$ cat config.mk
export PLATFORM = sky130hd
export DESIGN_NAME = gapped_tmg_gen
export DESIGN_NICKNAME = d
export VERILOG_FILES = /design/src/rtl/gapped_tmg_pkg.sv /design/src/rtl/gapped_tmg_slot.sv /design/src/rtl/gapped_tmg_chan.sv /design/src/rtl/gapped_tmg_gen.sv
export SDC_FILE = /design/constraint.sdc
export NUM_CORES = 1
export LEC_CHECK = 0
export ABC_AREA = 1
export BUFFER_PORTS_ARGS = -buffer_cell sky130_fd_sc_hd__buf_4
export CORE_UTILIZATION = 45
export CTS_BUF_LIST = sky130_fd_sc_hd__clkbuf_8
export CTS_CLUSTER_SIZE = 24
export DETAILED_ROUTE_END_ITERATION = 16
export GPL_TIMING_DRIVEN = 0
export PLACE_DENSITY = 0.74
export RECOVER_POWER = 100
export SLEW_MARGIN = 20
export SYNTH_ARGS = -nofsm -noshare
export SYNTH_HDL_FRONTEND = slang
export SYNTH_SLANG_ARGS = --single-unit
$ cat constraint.sdc
create_clock -name clk_i -period 4.1 [get_ports clk_i]
set_input_delay 0.615 -clock clk_i [delete_from_list [all_inputs] [get_ports clk_i]]
set_output_delay 0.615 -clock clk_i [all_outputs]
set_load 0.05 [all_outputs]
$ cat src/rtl/gapped_tmg_pkg.sv
package gapped_tmg_pkg;

    typedef enum logic [1:0] {
        CH_OFF  = 2'd0,
        CH_RUN  = 2'd1,
        CH_HOLD = 2'd2
    } chan_state_e;

    function automatic int unsigned high_cycles(input int unsigned div);
        return (div + 1) / 2;
    endfunction

endpackage

$ cat src/rtl/gapped_tmg_slot.sv
module gapped_tmg_slot #(
    parameter int unsigned DIV = 4
) (
    input  logic clk_i,
    input  logic rst_ni,
    output logic slot_o,
    output logic hi_end_o
);
    localparam int unsigned HI = gapped_tmg_pkg::high_cycles(DIV);
    localparam int unsigned PW = (DIV > 2) ? $clog2(DIV) : 1;
    localparam logic [PW-1:0] LAST_PH = PW'(DIV - 1);

    logic [PW-1:0] ph_q;

    always_ff @(posedge clk_i or negedge rst_ni) begin
        if (!rst_ni) begin
            ph_q <= '0;
        end else if (ph_q == LAST_PH) begin
            ph_q <= '0;
        end else begin
            ph_q <= ph_q + PW'(1);
        end
    end

    assign slot_o   = (ph_q == '0);
    assign hi_end_o = (ph_q == PW'(HI));
endmodule

$ cat src/rtl/gapped_tmg_chan.sv
module gapped_tmg_chan #(
    parameter int unsigned TRAIL = 1
) (
    input  logic clk_i,
    input  logic rst_ni,
    input  logic slot_i,
    input  logic hi_end_i,
    input  logic both_i,
    input  logic gap_i,
    input  logic stop_i,
    input  logic last_i,
    input  logic kill_i,
    output logic tmg_o,
    output logic en_o,
    output logic err_o,
    output logic on_o
);
    import gapped_tmg_pkg::*;

    localparam int unsigned CW = $clog2(TRAIL + 1);
    localparam logic [CW-1:0] FULL = CW'(TRAIL);

    chan_state_e state_q, state_d;
    logic [CW-1:0] cnt_q, cnt_mark, cnt_d;
    logic gap_prev_q;
    logic may_stop, gap_take, issue;

    // marker resets the trailing count, but only while the clock runs
    assign cnt_mark = (last_i && (state_q != CH_OFF)) ? '0 : cnt_q;
    assign may_stop = (cnt_mark == FULL) && !both_i;
    // single gaps only while both ends are available
    assign gap_take = gap_i && (!both_i || !gap_prev_q);

    always_comb begin
        state_d = state_q;
        if (kill_i) begin
            state_d = CH_OFF;
        end else if (slot_i) begin
            unique case (state_q)
                CH_OFF:  state_d = stop_i ? CH_OFF : CH_RUN;
                CH_RUN:  state_d = !stop_i ? CH_RUN : (may_stop ? CH_OFF : CH_HOLD);
                CH_HOLD: state_d = !stop_i ? CH_RUN : (may_stop ? CH_OFF : CH_HOLD);
                default: state_d = CH_OFF;
            endcase
        end
    end

    assign issue = slot_i && !kill_i && (state_d != CH_OFF) && !gap_take;
    assign cnt_d = (issue && (cnt_mark != FULL)) ? cnt_mark + CW'(1) : cnt_mark;

    // state register
    always_ff @(posedge clk_i or negedge rst_ni) begin
        if (!rst_ni) begin
            state_q <= CH_OFF;
        end else begin
            state_q <= state_d;
        end
    end

    // outputs and per-channel bookkeeping
    always_ff @(posedge clk_i or negedge rst_ni) begin
        if (!rst_ni) begin
            tmg_o      <= 1'b0;
            en_o       <= 1'b0;
            err_o      <= 1'b0;
            gap_prev_q <= 1'b0;
            cnt_q      <= FULL;
        end else begin
            cnt_q <= cnt_d;
            if (kill_i) begin
                tmg_o      <= 1'b0;
                en_o       <= 1'b0;
                gap_prev_q <= 1'b0;
                if (cnt_mark != FULL) begin
                    err_o <= 1'b1;
                end
            end else begin
                en_o <= issue;
                if (slot_i) begin
                    tmg_o      <= issue;
                    gap_prev_q <= (state_d != CH_OFF) && !issue;
                end else if (hi_end_i) begin
                    tmg_o <= 1'b0;
                end
            end
        end
    end

    assign on_o = (state_q != CH_OFF);
endmodule

$ cat src/rtl/gapped_tmg_gen.sv
module gapped_tmg_gen #(
    parameter int unsigned DIV          = 4,
    parameter int unsigned REF_PS       = 5000,
    parameter int unsigned MIN_BIT_PS   = 19231,
    parameter int unsigned MIN_HIGH_PS  = 7700,
    parameter int unsigned SND_TRAIL    = 1,
    parameter int unsigned RCV_TRAIL    = 23
) (
    input  logic clk_i,
    input  logic rst_ni,
    input  logic dte_avail_i,
    input  logic dce_avail_i,
    input  logic snd_gap_i,
    input  logic snd_stop_i,
    input  logic snd_last_i,
    input  logic snd_kill_i,
    input  logic rcv_gap_i,
    input  logic rcv_stop_i,
    input  logic rcv_last_i,
    input  logic rcv_kill_i,
    output logic snd_tmg_o,
    output logic snd_en_o,
    output logic snd_err_o,
    output logic rcv_tmg_o,
    output logic rcv_en_o,
    output logic rcv_err_o
);
    localparam int unsigned HI = gapped_tmg_pkg::high_cycles(DIV);

    if (DIV < 2) begin : g_bad_div
        $error("DIV must be at least 2");
    end
    if (DIV * REF_PS < MIN_BIT_PS) begin : g_bad_rate
        $error("slot shorter than the minimum bit period");
    end
    if (HI * REF_PS < MIN_HIGH_PS) begin : g_bad_high
        $error("pulse high time below the minimum");
    end

    logic slot, hi_end, both;
    logic snd_on, rcv_on;

    assign both = dte_avail_i && dce_avail_i;

    gapped_tmg_slot #(.DIV(DIV)) u_slot (
        .clk_i    (clk_i),
        .rst_ni   (rst_ni),
        .slot_o   (slot),
        .hi_end_o (hi_end)
    );

    gapped_tmg_chan #(.TRAIL(SND_TRAIL)) u_snd (
        .clk_i    (clk_i),
        .rst_ni   (rst_ni),
        .slot_i   (slot),
        .hi_end_i (hi_end),
        .both_i   (both),
        .gap_i    (snd_gap_i),
        .stop_i   (snd_stop_i),
        .last_i   (snd_last_i),
        .kill_i   (snd_kill_i),
        .tmg_o    (snd_tmg_o),
        .en_o     (snd_en_o),
        .err_o    (snd_err_o),
        .on_o     (snd_on)
    );

    gapped_tmg_chan #(.TRAIL(RCV_TRAIL)) u_rcv (
        .clk_i    (clk_i),
        .rst_ni   (rst_ni),
        .slot_i   (slot),
        .hi_end_i (hi_end),
        .both_i   (both),
        .gap_i    (rcv_gap_i),
        .stop_i   (rcv_stop_i),
        .last_i   (rcv_last_i),
        .kill_i   (rcv_kill_i),
        .tmg_o    (rcv_tmg_o),
        .en_o     (rcv_en_o),
        .err_o    (rcv_err_o),
        .on_o     (rcv_on)
    );
endmodule

== Word level (Yosys, flattened, before mapping) ==
Cells that the tools add are included.
W data, S select, Z words.

* Bits in registers: 20
* Input bits: 12
* Logic and storage cells: 96

* $add $sub $neg: 3
* Equality and inequality tests: 8
* Muxes and demuxes: 28
* Bitwise logic cells: 1
* Reductions and logical operators: 43

{| class="wikitable"
|+ Operators by type and width
! kind !! count
|-
| $mux W2 || 9
|-
| $logic_and A1 B1 Y1 || 17
|-
| $mux W1 || 15
|-
| $reduce_bool A2 Y1 || 6
|-
| $mux W5 || 2
|-
| $logic_not A1 Y1 || 9
|-
| $eq A2 B2 Y1 const B || 4
|-
| $pmux W2 S2 || 2
|-
| $logic_not A2 Y1 || 3
|-
| $reduce_bool A3 Y1 || 2
|-
| $add A5 B1 Y5 const B || 1
|-
| $eq A5 B5 Y1 const B || 1
|-
| $ne A5 B5 Y1 const B || 1
|-
| $eq A2 B1 Y1 const B || 2
|-
| $reduce_and A2 Y1 || 2
|-
| $reduce_or A2 Y1 || 2
|-
| $add A2 B1 Y2 const B || 1
|-
| $logic_or A1 B1 Y1 || 2
|-
| $add A1 B1 Y1 const B || 1
|-
| $not A1 Y1 || 1
|}

== Longest topological paths before layout ==
* Depth in word-level cells: 17
* Mapped depth: 16
* Mapped depth without buffers: 16

== Cells and area by module ==
From an unflattened synthesis, not the netlist that was laid out.

* Cells, all modules: 138
* Area, all modules: 1169.9 um2

{| class="wikitable"
|+ Modules (own cells, without submodules)
! module !! instances !! cells an instance !! area each (um2) !! sequential area each (um2)
|-
| gapped_tmg_chan at u_rcv || 1 || 82 || 680.7 || 280.3
|-
| gapped_tmg_chan at u_snd || 1 || 46 || 382.9 || 176.4
|-
| gapped_tmg_slot || 1 || 8 || 98.8 || 50.0
|-
| gapped_tmg_gen || 1 || 2 || 7.5 || 0.0
|}

== Least setup slack after synthesis ==
OpenSTA, ideal clock, no wires.

* Path type: register -> register
* Start point: register u_rcv.state_q[0]
* End point: register u_rcv.cnt_q[3]
* Library setup time: 0.117 ns
* Arrival time: 1.800 ns
* Path slack: 2.184 ns
* Cell stages (with the launch flop): 17
* Path buffers: 0
* Clock period less this slack: 1.916 ns
* Path through: dfrtp_1 > inv_1 > ha_1 > inv_2 > nand2_1 > inv_1 > nor2_1 > ha_1 > inv_1 > nor2_1 > nand3_1 > nand2_1 > nand3_4 > nand3_4 > nor2_4 > nand2_1 > nand2_1

* Word-level cells in the longest chain between the ends: 15
* Elaborated cells on any way between the ends: 21
* Those cells by class: 1 x add/sub; 4 x eq/ne; 7 x mux; 9 x reduce/logical

{| class="wikitable"
|+ Ends and longest elaborated chain
! what !! line !! text
|-
| start, declared || gapped_tmg_chan.sv:23 || <nowiki>chan_state_e state_q, state_d;</nowiki>
|-
| start signal, assigned || gapped_tmg_chan.sv:56 || <nowiki>state_q <= state_d;</nowiki>
|-
| $reduce_bool A2 Y1 || - ||
|-
| $logic_and A1 B1 Y1 || gapped_tmg_chan.sv:29 || <nowiki>assign cnt_mark = (last_i && (state_q != CH_OFF)) ? '0 : cnt_q;</nowiki>
|-
| $mux W5 || gapped_tmg_chan.sv:29 ||
|-
| $eq A5 B5 Y1 || gapped_tmg_chan.sv:30 || <nowiki>assign may_stop = (cnt_mark == FULL) && !both_i;</nowiki>
|-
| $logic_and A1 B1 Y1 || gapped_tmg_chan.sv:30 ||
|-
| $mux W2 (2 in a row) || gapped_tmg_chan.sv:41, gapped_tmg_chan.sv:42 ||
|-
| $pmux W2 S2 || gapped_tmg_chan.sv:39 || <nowiki>unique case (state_q)</nowiki>
|-
| $mux W2 || gapped_tmg_chan.sv:38 || <nowiki>end else if (slot_i) begin</nowiki>
|-
| $mux W2 || gapped_tmg_chan.sv:36 || <nowiki>if (kill_i) begin</nowiki>
|-
| $reduce_bool A2 Y1 || gapped_tmg_chan.sv:48 || <nowiki>assign issue = slot_i && !kill_i && (state_d != CH_OFF) && !gap_take;</nowiki>
|-
| $logic_and A1 B1 Y1 (2 in a row) || gapped_tmg_chan.sv:48 ||
|-
| $logic_and A1 B1 Y1 || gapped_tmg_chan.sv:49 || <nowiki>assign cnt_d = (issue && (cnt_mark != FULL)) ? cnt_mark + CW'(1) : cnt_mark;</nowiki>
|-
| $mux W5 * || gapped_tmg_chan.sv:49 ||
|-
| named net u_rcv.cnt_d[3] || gapped_tmg_chan.sv:24 || <nowiki>logic [CW-1:0] cnt_q, cnt_mark, cnt_d;</nowiki>
|-
| end signal, assigned || gapped_tmg_chan.sv:69 || <nowiki>cnt_q <= cnt_d;</nowiki>
|-
| end, declared || gapped_tmg_chan.sv:24 ||
|}

Mark *: on every way through the listed nets, which the timed path passes. The rest lies on a longest branch.
A chain may end at the register's enable or synchronous reset.

== Final worst setup path ==
Same ends and word-level chain as after synthesis.

==> qor.txt <==
Postcts setup bufs -> 0
Post-synthesis sequential area ratio -> 0.452
Max Cap Viol -> 0
Largest net degree at the start of global routing -> 21
Initial antenna violation count -> 0
H-tree levels -> 1
Internal -> 0.000313 W
Mapped cell area -> 0.00112 mm2
Worst-margin pin slew -> 1050 ps
Routed vias -> 871
Std cell rows -> 17
RD Place Congestion -> 0.779
# setup viols final -> 0
Antenna cells -> 0
Startpoint type of the worst setup path -> register
Crit path DAT -> 2520 ps
Yosys top cell by area -> dfrtp_1
Hold Fails Final Rpt -> 0
Register bit total from synthesis -> 20
Setup slack, reg-to-reg -> 1740 ps
Crit end category -> register
R2r startpoint -> u_rcv.state_q[0]
Final HPWL DP -> 1580 um
Switching part of the total -> 0.242
Peak fanout along the critical path -> 5
Synth Net Count -> 153
Main synth FF type -> dfrtp_1
Leak pwr -> 0.730 nW
Syn-to-layout area delta -> 14.6%
Clk root buf -> clkbuf_8
First-pass GRT wire length -> 3350 um
TNS Setup -> 0 ps
Die area -> 0.00270 mm2
Top cell type's share of synthesized area -> 0.334
Final worst setup slack -> 1740 ps
Syn Area/Cell -> 8.44 um2
Layout cells sized above 1 -> 0.162
Post-DRT Antenna Nets -> 0
Core Area -> 0.00228 mm2
Critical path required time -> 4250 ps
Slew margin rel. -> 0.298
Worst reg2reg path depth -> 16
Die extent in y -> 51.9 um
Ys Warns -> 0
1st-iter DRT viols -> 12
PwrDens -> 321 mW/mm2
Sequential Power Share -> 0.514
GR Overflow Total -> 0
Status -> complete, no violations
Cts repair resizes -> 0
Chip Width -> 51.9 um
CP max stage delay -> 390 ps
Share of power burned in the clock network -> 0.366
Commonest cells post-synth -> 34 x nand2_1, 25 x inv_1, 15 x dfrtp_1
Synth unique cells -> 25
Hold Path Cell Cnt -> 1
Initial Util -> 0.493
Reg clk slew, reported paths -> 80 ps
CTS Hold Bufs -> 0
Hold endpoint -> u_rcv.err_o
Max Buffers Root-to-Sink -> 2
RR Endpoint -> u_rcv.cnt_q[3]
Final slew viol count -> 0
Post-route clock period utilization -> 0.577
I/O Pins -> 18
Final clock skew -> 3.53 ps
Logic pwr share -> 0.120
CTS tree -> built
NetSw -> 0.0000999 W
GR Util All Layers -> 0.172
Number of synthesized flops with an enable pin -> 0
CTS buffer count -> 3
Worst slack at placement -> 1850 ps
Routed wire length -> 2020 um
DR DRC count -> 0
Critical path class -> register to register
Crit path cell chain -> inv_1 > ha_1 > inv_1 > nand2_1 > inv_1 > nor2_1 > ha_1 > inv_1 > nor2_1 > nand3_1 > nand2_1 > nand3_4 > nand3_1 > nor2_1 > nand2_1 > nand2_1
Worst skew pair latency -> 260 ps
Unrepaired setup endpoints after global routing -> no
Syn Inst Count -> 133
Top-count cell post-synth -> nand2_1
Period minus WS final -> 2360 ps
HP Start -> u_rcv.err_o
Max Freq -> 423 MHz
TritonRoute pass-1 iters -> 6
Hold WC Path Type -> register to register
Fill cells -> 210
Vias/cell -> 4.79
# port buffers -> 17
Avg WL per Cell -> 11.1 um
CP max stage cell -> dfrtp_1
Worst vdd ir -> 0.000175 V
Top post-synthesis cells by area -> dfrtp_1 33%, dfstp_2 12%, nand2_1 11%
CTS sink count -> 20
Vias in the first global route -> 838
Synth async-reset ratio -> 1.00
Layout net count -> 175
==> sequential cells by signal, indices dropped and copies added (netlist names) <==
signal,cells
u_rcv.tmg_o,1
u_rcv.en_o,1
u_snd.en_o,1
u_rcv.state_q,2
u_rcv.cnt_q,5
u_snd.gap_prev_q,1
u_snd.err_o,1
u_snd.state_q,2
u_slot.ph_q,2
u_snd.tmg_o,1
u_rcv.gap_prev_q,1
u_rcv.err_o,1
u_snd.cnt_q,1
==> cells in the final DEF (no fill, tap or decap) <==
master and count:
nand2_1 34, inv_1 26, nor2_1 15, dfrtp_1 15
buf_4 10, nand3_1 8, ha_1 8, clkbuf_1 7
dfstp_2 5, clkbuf_8 4, o21bai_1 3, inv_2 2
nand4_1 2, xnor2_1 2, o21ai_0 2, o21a_1 1
nand2_2 1, nor2_2 1, nand3b_1 1, a21boi_4 1
nand3_4 1, o21ai_1 1, xor2_1 1, a21boi_0 1
o22ai_1 1, a21oi_1 1
==> critical path: cells and delay by family, from the launching register on <==
kind                     cells  cell delay (ps)
flip-flops                   1              390
buffers and inverters        4              310
AND/OR/NAND/NOR             10             1130
adder cells (fa/ha/maj)      2              430
==> metal layers <==
| metal | global-route usage | share of wire | vias up |
|---|---|---|---|
| met5 | 0 | 0 | - |
| li1 | - | - | 450 |
| met1 | 0.228 | 0.48 | 403 |
| met4 | 0.0811 | 0.018 | 0 |
| met2 | 0.267 | 0.48 | 13 |
| met3 | 0.0351 | 0.026 | 5 |
==> per-stage QoR <==
stage | cells | area [um2] | total power, W | utilization | hold WS [ps]
after detailed placement | 178 | 1280 | 0.000269 | 0.565 | 470
after CTS | 182 | 1340 | 0.000420 | 0.589 | 229
after global routing | 182 | 1290 | 0.000431 | 0.565 | 503
after floorplan | 133 | 1120 | 0.000248 | - | 319
final | 182 | 1290 | 0.000413 | 0.565 | 479
after global placement | 178 | 1280 | 0.000267 | 0.565 | 461
==> power groups by stage <==
stage               clock [W]  sequential, W  combinational (W)
floorplan                   0       0.000220          0.0000284
global placement            0       0.000216          0.0000505
detailed placement          0       0.000216          0.0000524
CTS                  0.000155       0.000213          0.0000528
global route         0.000161       0.000213          0.0000568
finish               0.000151       0.000213          0.0000496
==> layout make-up <==
class / count / area [um2] / share of cell area
Timing Repair Buffer: 17 / 101 / 0.0788
Inverter: 28 / 105 / 0.0817
Clock buffer: 4 / 55.1 / 0.0428
Multi-Input combinational cell: 85 / 483 / 0.375
Sequential cell: 20 / 507 / 0.394
Tap cell: 28 / 35.0 / 0.0272
==> worst max path at each step <==
stage | from | endpoint | slack (ps) | cells past startpoint
6_report | u_rcv.state_q[0] | u_rcv.cnt_q[3] | 1740 | 16
5_1_grt | u_rcv.state_q[0] | u_rcv.cnt_q[3] | 1490 | 16
2_1_floorplan | u_rcv.state_q[0] | u_rcv.cnt_q[3] | 2180 | 16
4_1_cts | u_rcv.state_q[0] | u_rcv.cnt_q[1] | 1840 | 15
3_5_place_dp | rcv_last_i | u_rcv.cnt_q[3] | 1850 | 13
3_3_place_gp | rcv_last_i | u_rcv.cnt_q[1] | 1880 | 13
==> cell families (layout without fill, tap and decap cells) <==
family	count (synthesis)	count (layout)	synth area share
flip-flops	20	20	0.452
adder cells (fa/ha/maj)	8	8	0.0892
XOR/XNOR	3	3	0.0234
AND/OR/NAND/NOR	63	63	0.269
buffers and inverters	28	49	0.0936
AO/OA/AOI/OAI	11	11	0.0736
No activity file was read; power rests on OpenSTA's default activity.
